## src/rtl/vout_fifo_pkg.sv

```systemverilog
package vout_fifo_pkg;
  // status word bit positions
  localparam int ST_EMPTY = 8;
  localparam int ST_FULL  = 9;
  localparam int ST_TRIG  = 10;
  localparam int ST_ERR   = 11;
  localparam int ST_CONT  = 12;
  localparam int ST_IRQEN = 13;
  // control write bit positions
  localparam int CT_CLR   = 0;
  localparam int CT_CONT  = 1;
  localparam int CT_IRQEN = 2;
  localparam int CT_W     = 3;
  localparam int ST_W     = 32;
endpackage

```

## src/rtl/vfifo_store.sv

```systemverilog
module vfifo_store #(
  parameter int DW    = 16,
  parameter int DEPTH = 256,
  localparam int AW   = $clog2(DEPTH)
) (
  input  logic          clk_i,
  input  logic          we_i,
  input  logic [AW-1:0] waddr_i,
  input  logic [DW-1:0] wdata_i,
  input  logic [AW-1:0] raddr_i,
  output logic [DW-1:0] rdata_o
);
  logic [DW-1:0] mem_q [DEPTH];

  always_ff @(posedge clk_i) begin
    if (we_i) mem_q[waddr_i] <= wdata_i;
  end

  assign rdata_o = mem_q[raddr_i];
endmodule

```

## src/rtl/vfifo_occ.sv

```systemverilog
module vfifo_occ #(
  parameter int DEPTH = 256,
  localparam int AW   = $clog2(DEPTH),
  localparam int CW   = AW + 1
) (
  input  logic          clk_i,
  input  logic          rst_ni,
  input  logic          push_i,
  input  logic          pop_i,
  input  logic          flush_i,
  output logic [AW-1:0] wptr_o,
  output logic [AW-1:0] rptr_o,
  output logic [CW-1:0] count_o,
  output logic          empty_o,
  output logic          full_o
);
  logic [AW-1:0] wptr_q, rptr_q;
  logic [CW-1:0] count_q;

  always_ff @(posedge clk_i or negedge rst_ni) begin
    if (!rst_ni) begin
      wptr_q  <= '0;
      rptr_q  <= '0;
      count_q <= '0;
    end else if (flush_i) begin
      wptr_q  <= '0;
      rptr_q  <= '0;
      count_q <= '0;
    end else begin
      if (push_i) wptr_q <= wptr_q + AW'(1);
      if (pop_i)  rptr_q <= rptr_q + AW'(1);
      case ({push_i, pop_i})
        2'b10:   count_q <= count_q + CW'(1);
        2'b01:   count_q <= count_q - CW'(1);
        default: count_q <= count_q;
      endcase
    end
  end

  assign wptr_o  = wptr_q;
  assign rptr_o  = rptr_q;
  assign count_o = count_q;
  assign empty_o = (count_q == '0);
  assign full_o  = (count_q == CW'(DEPTH));
endmodule

```

## src/rtl/vfifo_cfg.sv

```systemverilog
module vfifo_cfg #(
  parameter int LVL_W    = 8,
  parameter int TRIG_RST = 128
) (
  input  logic             clk_i,
  input  logic             rst_ni,
  input  logic             ctrl_we_i,
  input  logic             clr_i,
  input  logic             cont_i,
  input  logic             irqen_i,
  input  logic             trig_we_i,
  input  logic [LVL_W-1:0] trig_wdata_i,
  input  logic             wr_full_i,
  output logic             cont_o,
  output logic             irqen_o,
  output logic [LVL_W-1:0] trig_o,
  output logic             err_o
);
  logic             cont_q, irqen_q, err_q;
  logic [LVL_W-1:0] trig_q;

  always_ff @(posedge clk_i or negedge rst_ni) begin
    if (!rst_ni) begin
      cont_q  <= 1'b0;
      irqen_q <= 1'b0;
      trig_q  <= LVL_W'(TRIG_RST);
      err_q   <= 1'b0;
    end else begin
      if (ctrl_we_i) begin
        cont_q  <= cont_i;
        irqen_q <= irqen_i;
      end
      // zero is not a legal level: keep previous value
      if (trig_we_i && (trig_wdata_i != '0)) trig_q <= trig_wdata_i;
      if (clr_i)          err_q <= 1'b0;
      else if (wr_full_i) err_q <= 1'b1;
    end
  end

  assign cont_o  = cont_q;
  assign irqen_o = irqen_q;
  assign trig_o  = trig_q;
  assign err_o   = err_q;
endmodule

```

## src/rtl/vout_fifo.sv

```systemverilog
module vout_fifo
  import vout_fifo_pkg::*;
#(
  parameter int DW       = 16,
  parameter int DEPTH    = 256,
  parameter int LVL_W    = 8,
  parameter int TRIG_RST = 128
) (
  input  logic             clk_i,
  input  logic             rst_ni,
  input  logic             wr_valid_i,
  input  logic [DW-1:0]    wr_data_i,
  output logic             wr_ready_o,
  input  logic             rd_en_i,
  output logic [DW-1:0]    rd_data_o,
  output logic             rd_valid_o,
  input  logic             ctrl_we_i,
  input  logic [CT_W-1:0]  ctrl_wdata_i,
  input  logic             trig_we_i,
  input  logic [LVL_W-1:0] trig_wdata_i,
  output logic [ST_W-1:0]  status_o,
  output logic [LVL_W-1:0] trig_o,
  output logic             irq_o
);
  localparam int AW      = $clog2(DEPTH);
  localparam int CW      = AW + 1;
  localparam int LVL_MAX = (1 << LVL_W) - 1;

  logic          clr, push, pop, wr_full;
  logic [AW-1:0] wptr, rptr;
  logic [CW-1:0] count;
  logic          empty, full;
  logic          cont, irqen, err, trig_flag;
  logic [31:0]   free_w;
  logic [LVL_W-1:0] free_lvl;

  assign clr     = ctrl_we_i & ctrl_wdata_i[CT_CLR];
  assign push    = wr_valid_i & ~full & ~clr;
  assign pop     = rd_en_i & ~empty & ~clr;
  assign wr_full = wr_valid_i & full & ~clr;

  vfifo_occ #(.DEPTH(DEPTH)) u_occ (
    .clk_i   (clk_i),
    .rst_ni  (rst_ni),
    .push_i  (push),
    .pop_i   (pop),
    .flush_i (clr),
    .wptr_o  (wptr),
    .rptr_o  (rptr),
    .count_o (count),
    .empty_o (empty),
    .full_o  (full)
  );

  vfifo_store #(.DW(DW), .DEPTH(DEPTH)) u_store (
    .clk_i   (clk_i),
    .we_i    (push),
    .waddr_i (wptr),
    .wdata_i (wr_data_i),
    .raddr_i (rptr),
    .rdata_o (rd_data_o)
  );

  vfifo_cfg #(.LVL_W(LVL_W), .TRIG_RST(TRIG_RST)) u_cfg (
    .clk_i        (clk_i),
    .rst_ni       (rst_ni),
    .ctrl_we_i    (ctrl_we_i),
    .clr_i        (clr),
    .cont_i       (ctrl_wdata_i[CT_CONT]),
    .irqen_i      (ctrl_wdata_i[CT_IRQEN]),
    .trig_we_i    (trig_we_i),
    .trig_wdata_i (trig_wdata_i),
    .wr_full_i    (wr_full),
    .cont_o       (cont),
    .irqen_o      (irqen),
    .trig_o       (trig_o),
    .err_o        (err)
  );

  assign free_w    = 32'(DEPTH) - 32'(count);
  assign free_lvl  = (free_w > 32'(LVL_MAX)) ? LVL_W'(LVL_MAX) : free_w[LVL_W-1:0];
  assign trig_flag = (free_w >= 32'(trig_o));

  always_comb begin
    status_o            = '0;
    status_o[LVL_W-1:0] = free_lvl;
    status_o[ST_EMPTY]  = empty;
    status_o[ST_FULL]   = full;
    status_o[ST_TRIG]   = trig_flag;
    status_o[ST_ERR]    = err;
    status_o[ST_CONT]   = cont;
    status_o[ST_IRQEN]  = irqen;
  end

  assign wr_ready_o = cont | ~full;
  assign rd_valid_o = ~empty;
  assign irq_o      = irqen & trig_flag;
endmodule

```

## config.mk

```make
export PLATFORM = sky130hd
export DESIGN_NAME = vout_fifo
export DESIGN_NICKNAME = d
export VERILOG_FILES = /design/src/rtl/vout_fifo_pkg.sv /design/src/rtl/vfifo_store.sv /design/src/rtl/vfifo_occ.sv /design/src/rtl/vfifo_cfg.sv /design/src/rtl/vout_fifo.sv
export SDC_FILE = /design/constraint.sdc
export NUM_CORES = 2
export LEC_CHECK = 0
export BUFFER_PORTS_ARGS = -buffer_cell sky130_fd_sc_hd__buf_4
export CAP_MARGIN = 20
export CORE_ASPECT_RATIO = 0.5
export CORE_MARGIN = 2
export CORE_UTILIZATION = 37
export CTS_CLUSTER_SIZE = 20
export DETAILED_ROUTE_END_ITERATION = 8
export PLACE_DENSITY = 0.49
export RECOVER_POWER = 25
export SETUP_SLACK_MARGIN = 0.02
export SYNTH_ARGS = -nofsm -noshare
export SYNTH_HDL_FRONTEND = slang
export SYNTH_SLANG_ARGS = --single-unit
```

## constraint.sdc

```tcl
create_clock -name clk_i -period 4.7 [get_ports clk_i]
set_input_delay 0.47 -clock clk_i [delete_from_list [all_inputs] [get_ports clk_i]]
set_output_delay 0.47 -clock clk_i [all_outputs]
set_load 0.01 [all_outputs]
```

---- Word-level counts from Yosys, hierarchy flattened ----
Memory sizes are Yosys's and may differ from the RTL's.
Cells that the tools add are included.
storage, ports and cells
  bits in registers ....................... 36
  bits in writable memories ............... 4096
  input bits .............................. 33
  output and inout bits ................... 59
  word-level logic and storage cells ...... 48
  memories ................................ 1
cells by class
  add/subtract/negate cells ............... 5
  order comparisons ....................... 2
  equality and inequality tests ........... 3
  muxes and demuxes ....................... 11
  bitwise logic cells ..................... 12
  reductions and logical operators ........ 7
memory list
  memory         depth  bits a word  rd ports  clocked after Yosys merged registers in  wr ports  line               RTL
  u_store.mem_q  256    16           1         0                                        1         vfifo_store.sv:13  logic [DW-1:0] mem_q [DEPTH];
operators with widths
  kind                                                                              number
  8-bit two-way mux                                                                 5
  32-bit by 8-bit >= comparator with 1-bit output                                   1
  32-bit by 8-bit greater-than comparator with 1-bit output, second input constant  1
  9-bit case mux with 2 select lines                                                1
  8-bit by 1-bit adder with 8-bit output, second input constant                     2
  9-bit by 9-bit subtractor with 10-bit output, first input constant                1
  9-bit by 1-bit adder with 9-bit output, second input constant                     1
  9-bit equality test, second input constant                                        1
  9-bit zero test                                                                   1
  9-bit two-way mux                                                                 1
  9-bit by 1-bit subtractor with 9-bit output, second input constant                1
  1-bit AND                                                                         8
  8-bit nonzero test                                                                1
  2-bit nonzero test                                                                3
  1-bit two-way mux                                                                 4
  1-bit NOT                                                                         3
  3-bit nonzero test                                                                1
  2-bit by 1-bit equality test with 1-bit output, second input constant             1
  2-bit equality test, second input constant                                        1
  1-bit logical AND                                                                 1
  1-bit OR                                                                          1

---- Longest topological paths before layout ----
  depth after elaboration ................. 7
  mapped depth ............................ 20
  depth with buffers taken out ............ 19

---- Modules after synthesis ----
From an unflattened synthesis, not the netlist that was laid out.
second synthesis, totals
  cell total of the unflattened synthesis .. 7657
  area total of the unflattened synthesis .. 161129.5 um^2
modules (own cells, without submodules)
  module       times used  cells an instance  area each (um^2)  seq. area each (um^2)
  vfifo_store  1           7344               158394.4          122998.0
  vfifo_occ    1           177                1556.5            625.6
  vout_fifo    1           94                 645.6             0.0
  vfifo_cfg    1           42                 533.0             276.5

---- Least setup slack after synthesis ----
No wires, ideal clock.
  kind .................................... register to register
  start point ............................. register u_occ.count_q[0], in the netlist u_occ.count_o[0]
  end point ............................... register u_occ.count_q[8], in the netlist u_occ.count_o[8]
  library setup time ...................... 0.132 ns
  arrival time ............................ 3.611 ns
  data required time ...................... 4.568 ns
  path slack .............................. 0.957 ns
  stages on the path, launching flop included .. 21
  buffers on the path ..................... 1
  clock period less this slack ............ 3.743 ns
  path through ............................ dfrtp_1 inv_1 ha_1 nor3b_1 nand2_1 nor3_1 ha_1 nor2b_1 clkbuf_1 or3_1 inv_2 xnor2_1 ha_1 nor3_1 nand2_1 a22oi_1 o21bai_1 a21oi_1 mux2i_1 xnor2_1 nor2_1
between the ends
  longest elaborated chain between the ends .. 7
  elaborated cells between the ends (all ways) .. 15
  those cells by class .................... add/sub: 2; eq/ne: 3; mux: 2; bitwise: 6; reduce/logical: 2
RTL lines
  element                                                                                       line             RTL
  from (decl)                                                                                   vfifo_occ.sv:18  logic [CW-1:0] count_q;
  from (signal assigned)                                                                        vfifo_occ.sv:33  2'b10: count_q <= count_q + CW'(1);
  from (signal assigned)                                                                        vfifo_occ.sv:34  2'b01: count_q <= count_q - CW'(1);
  from (signal assigned)                                                                        vfifo_occ.sv:35  default: count_q <= count_q;
  9-bit equality test *                                                                         vfifo_occ.sv:44  assign full_o = (count_q == CW'(DEPTH));
  net full                                                                                      vout_fifo.sv:32  logic empty, full;
  1-bit NOT *                                                                                   vout_fifo.sv:38  assign push = wr_valid_i & ~full & ~clr;
  1-bit AND * (2 in a row)                                                                      vout_fifo.sv:38
  2-bit by 1-bit equality test with 1-bit output / 2-bit equality test (equally long branches)  vfifo_occ.sv:32  case ({push_i, pop_i})
  9-bit case mux with 2 select lines                                                            vfifo_occ.sv:32
  9-bit two-way mux                                                                             vfifo_occ.sv:25  end else if (flush_i) begin
Mark *: on every way through the listed nets, which the timed path passes. The rest lies on a longest branch.
A chain may end at the register's enable or synchronous reset.

---- Final worst setup path ----
  start point ............................. register u_occ.rptr_q[0], in the netlist u_occ.rptr_o[0]
  end point ............................... output rd_data_o[4]
between the ends
  longest elaborated chain between the ends .. 1
RTL lines
  element                 line             RTL
  from (decl)             vfifo_occ.sv:17  logic [AW-1:0] wptr_q, rptr_q;
  from (signal assigned)  vfifo_occ.sv:31  if (pop_i) rptr_q <= rptr_q + AW'(1);
  memory 256 x 16 bit     -
  to (decl)               vout_fifo.sv:15  output logic [DW-1:0] rd_data_o,
No other way between the ends.

==> results_dict.tcl <==
set metrics [dict create \
    grt_pass1_wl_um 682000 \
    syn_area_mm2 0.160 \
    maxCapViolations 26 \
    synth_area_per_cell_um2 22.3 \
    drive_above_1_share 0.341 \
    clock-root-buffer "clkbuf_16" \
    max_slew_margin -2.57 \
    drc 0 \
    path_clk_slew_ns 0.07 \
    hp-class "primary input to register" \
    fp.dieH_um 470 \
    ir_drop_v 0.000300 \
    grt_setup_unrepaired "true" \
    cp_common_cell "buf_4" \
    finalClockSkew_ns 0.0684 \
    synth_ff_type "edfxtp_1" \
    met3_usage 0.0415 \
    dieArea_mm2 0.439 \
    netSwitchingFraction 0.292 \
    ys_warn_count 0 \
    routed_wl_um 502000 \
    crit_type "register to primary output" \
    async_flop_share 0.00871 \
    worstPathCellList "buf_4 -> buf_12 -> buf_16 -> mux4_2 -> a222oi_1 -> o221ai_1 -> buf_4 -> o211ai_1 -> buf_4 -> o41ai_4 -> buf_4" \
    hold_viol 0 \
    fin_crit_sh 1.08 \
    antenna_found_initial 40 \
    cts_tree "yes" \
    use_met2 0.330 \
    post_dp_cell_area_mm2 0.173 \
    leakage_nw 59.3 \
    post_drt_wl_per_cell_um 35.3 \
    worst_pin_slew_ns 5.36 \
    cp.arrival_ns 4.62 \
    dp_slack_ns -0.420 \
    synth-seq-area-share 0.773 \
    gr-total-overflow 0 \
    internal_power_mw 70.5 \
    drv_slew 1991 \
    met1_usage 0.345 \
    path_buf_inv 6 \
    cpPeakStageDelay_ns 0.69 \
    synth_edf_count 4096 \
    via_count 81600 \
    grt_max_degree 143 \
    first_pass_iters 8 \
    cp_max_fo 12 \
    cellPowerDensity_mw_per_mm2 529 \
    switchingPower_mw 29.1 \
    nNetsFinal 8210 \
    die_x_um 935 \
    clk_latency_ns 0.99 \
    power_mw 99.6 \
    synth_cell_type_count 72 \
    final_core_util 0.438 \
    grtUsageTotal 0.222 \
    status "finished with violations" \
    fillers 36600 \
    ctsHtreeMaxLevel 5 \
    placed_cells_incl_taps 13400 \
    yosys-top-cells-area "edfxtp_1, mux4_2, mux2i_1" \
    synth_top_area_frac 0.767 \
    netlist_instances 7202 \
    fp-row-count 170 \
    cts_buffers 386 \
    numClockSinks 4132 \
    max_clock_freq_mhz 196 \
    layout_setup_ws_ns -0.394 \
    setup_viol 56 \
    crit_required_ns 4.23 \
    gp_congestion 0.824 \
    pin_count 92 \
    busiest_layer "met1" \
    netlist.top_cell.by_area "edfxtp_1" \
    pwr-share-seq 0.410 \
    antenna_left 0 \
    hold-worst-slack_ns 0.0756 \
    port_buffers 73 \
    violations "max-capacitance violations, max-slew violations, negative setup slack" \
    final_common_cell "edfxtp_1" \
    core_mm2 0.430 \
    final.setup.tns_ns -6.23 \
    cp-start-kind "register" \
    final_cells 14200 \
    grt_pass1_vias 79200 \
    place_hpwl_um 304000 \
    cp_top_family "compound AO/OA/AOI/OAI gates" \
    initial_utilization 0.373 \
    finalInstanceArea_mm2 0.188 \
    synth.ff_latch_count 4132 \
    layout_min_cycle_time_ns 5.09 \
    crit_slowest_cell "a222oi_1" \
    combPwrFrac 0.277 \
    end_kind "primary output" \
    power.share.clock 0.313 \
    detail_route.iter0.violations 11700 \
    layout_common_cells "edfxtp_1, mux4_2, buf_4, clkbuf_16, mux2i_1" \
    area_growth_pct 17.4 \
    via_per_inst 5.73 \
    clockBufferDepth 4 \
]
cells in the mapped netlist (48+ instances only):
library cell,instances
nand2_1,176
edfxtp_1,4096
buf_4,67
nor2_1,337
mux2i_1,303
a22oi_1,58
a221oi_1,65
o21ai_0,76
a21oi_1,141
buf_2,102
mux4_2,1035
buf_6,55
nand3_1,48
clkbuf_1,167
logic make-up after synthesis:
kind of cell | count (synthesis) | synth area share
xor gates and xnor gates | 26 | 0.00142
buffers and inverters | 463 | 0.0185
DFF | 4132 | 0.773
other | 1 | 0.0000234
and+or+nand+nor | 657 | 0.0173
AOI/OAI and AO/OA | 557 | 0.0238
muxes | 1347 | 0.165
adders and majority gates | 19 | 0.00148
layer usage:
metal	share of wire	vias up
li1	-	32300
met1	0.45	45000
met2	0.44	3670
met3	0.086	568
met4	0.021	4
met5	0.000054	-
repair_timing:
item	4_1_cts	5_1_grt
hold buffers	29	1
hold endpoints to repair	225	8
setup endpoints to repair	16	17
pin swaps	21	31
cloned	12	8
gates resized for setup	183	142
setup buffers	54	50
area by class of cell:
| class | instances | area, µm² | share of cell area |
|---|---|---|---|
| multi-input combinational | 2624 | 35100 | 0.186 |
| tap | 5762 | 7210 | 0.0383 |
| timing repair buffer | 994 | 9890 | 0.0525 |
| clock inverter | 215 | 1920 | 0.0102 |
| inverter | 20 | 103 | 0.000545 |
| clock buffer | 478 | 10200 | 0.0543 |
| antenna | 8 | 20.0 | 0.000106 |
| sequential | 4132 | 124000 | 0.658 |
final timing paths:
kind	startpoint	to	slack, ns	cells after the start
setup / recovery	u_occ.rptr_o[0]	rd_data_o[4]	-0.39	11
hold / removal	trig_we_i	u_cfg.trig_o[6]	0.08	4
setup reg to reg	u_occ.count_o[0]	u_store.mem_q[203][12]	0.26	14
hold reg to reg	u_cfg.err_o	u_cfg.err_o	0.50	2
max in group asynchronous	rst_ni	u_occ.rptr_o[0]	1.66	2
min in group asynchronous	rst_ni	u_cfg.cont_o	0.99	2
registers in the layout, summed over array words and instances, names as in the netlist:
signal and cells:
u_occ.wptr_o 8, u_cfg.err_o 1, u_occ.rptr_o 8, u_cfg.trig_o 8, u_cfg.cont_o 1, u_store.mem_q 4096
u_cfg.irqen_o 1, u_occ.count_o 9
power groups by stage:
| stage | combinational (mW) | clock (mW) | sequential [mW] |
|---|---|---|---|
| finish | 27.6 | 31.2 | 40.8 |
| global route | 28.8 | 33.2 | 40.8 |
| detailed placement | 25.0 | 0 | 41.6 |
| global placement | 25.0 | 0 | 41.6 |
| CTS | 26.7 | 31.7 | 40.8 |
| floorplan | 15.1 | 0 | 41.5 |
worst min-delay path, delay by kind of cell:
kind / cells / cell delay [ns]
AOI/OAI and AO/OA: 1 / 0.21
and+or+nand+nor: 2 / 0.16
buffers and inverters: 1 / 0.13
Note: power is estimated with default switching activity, not from simulation.
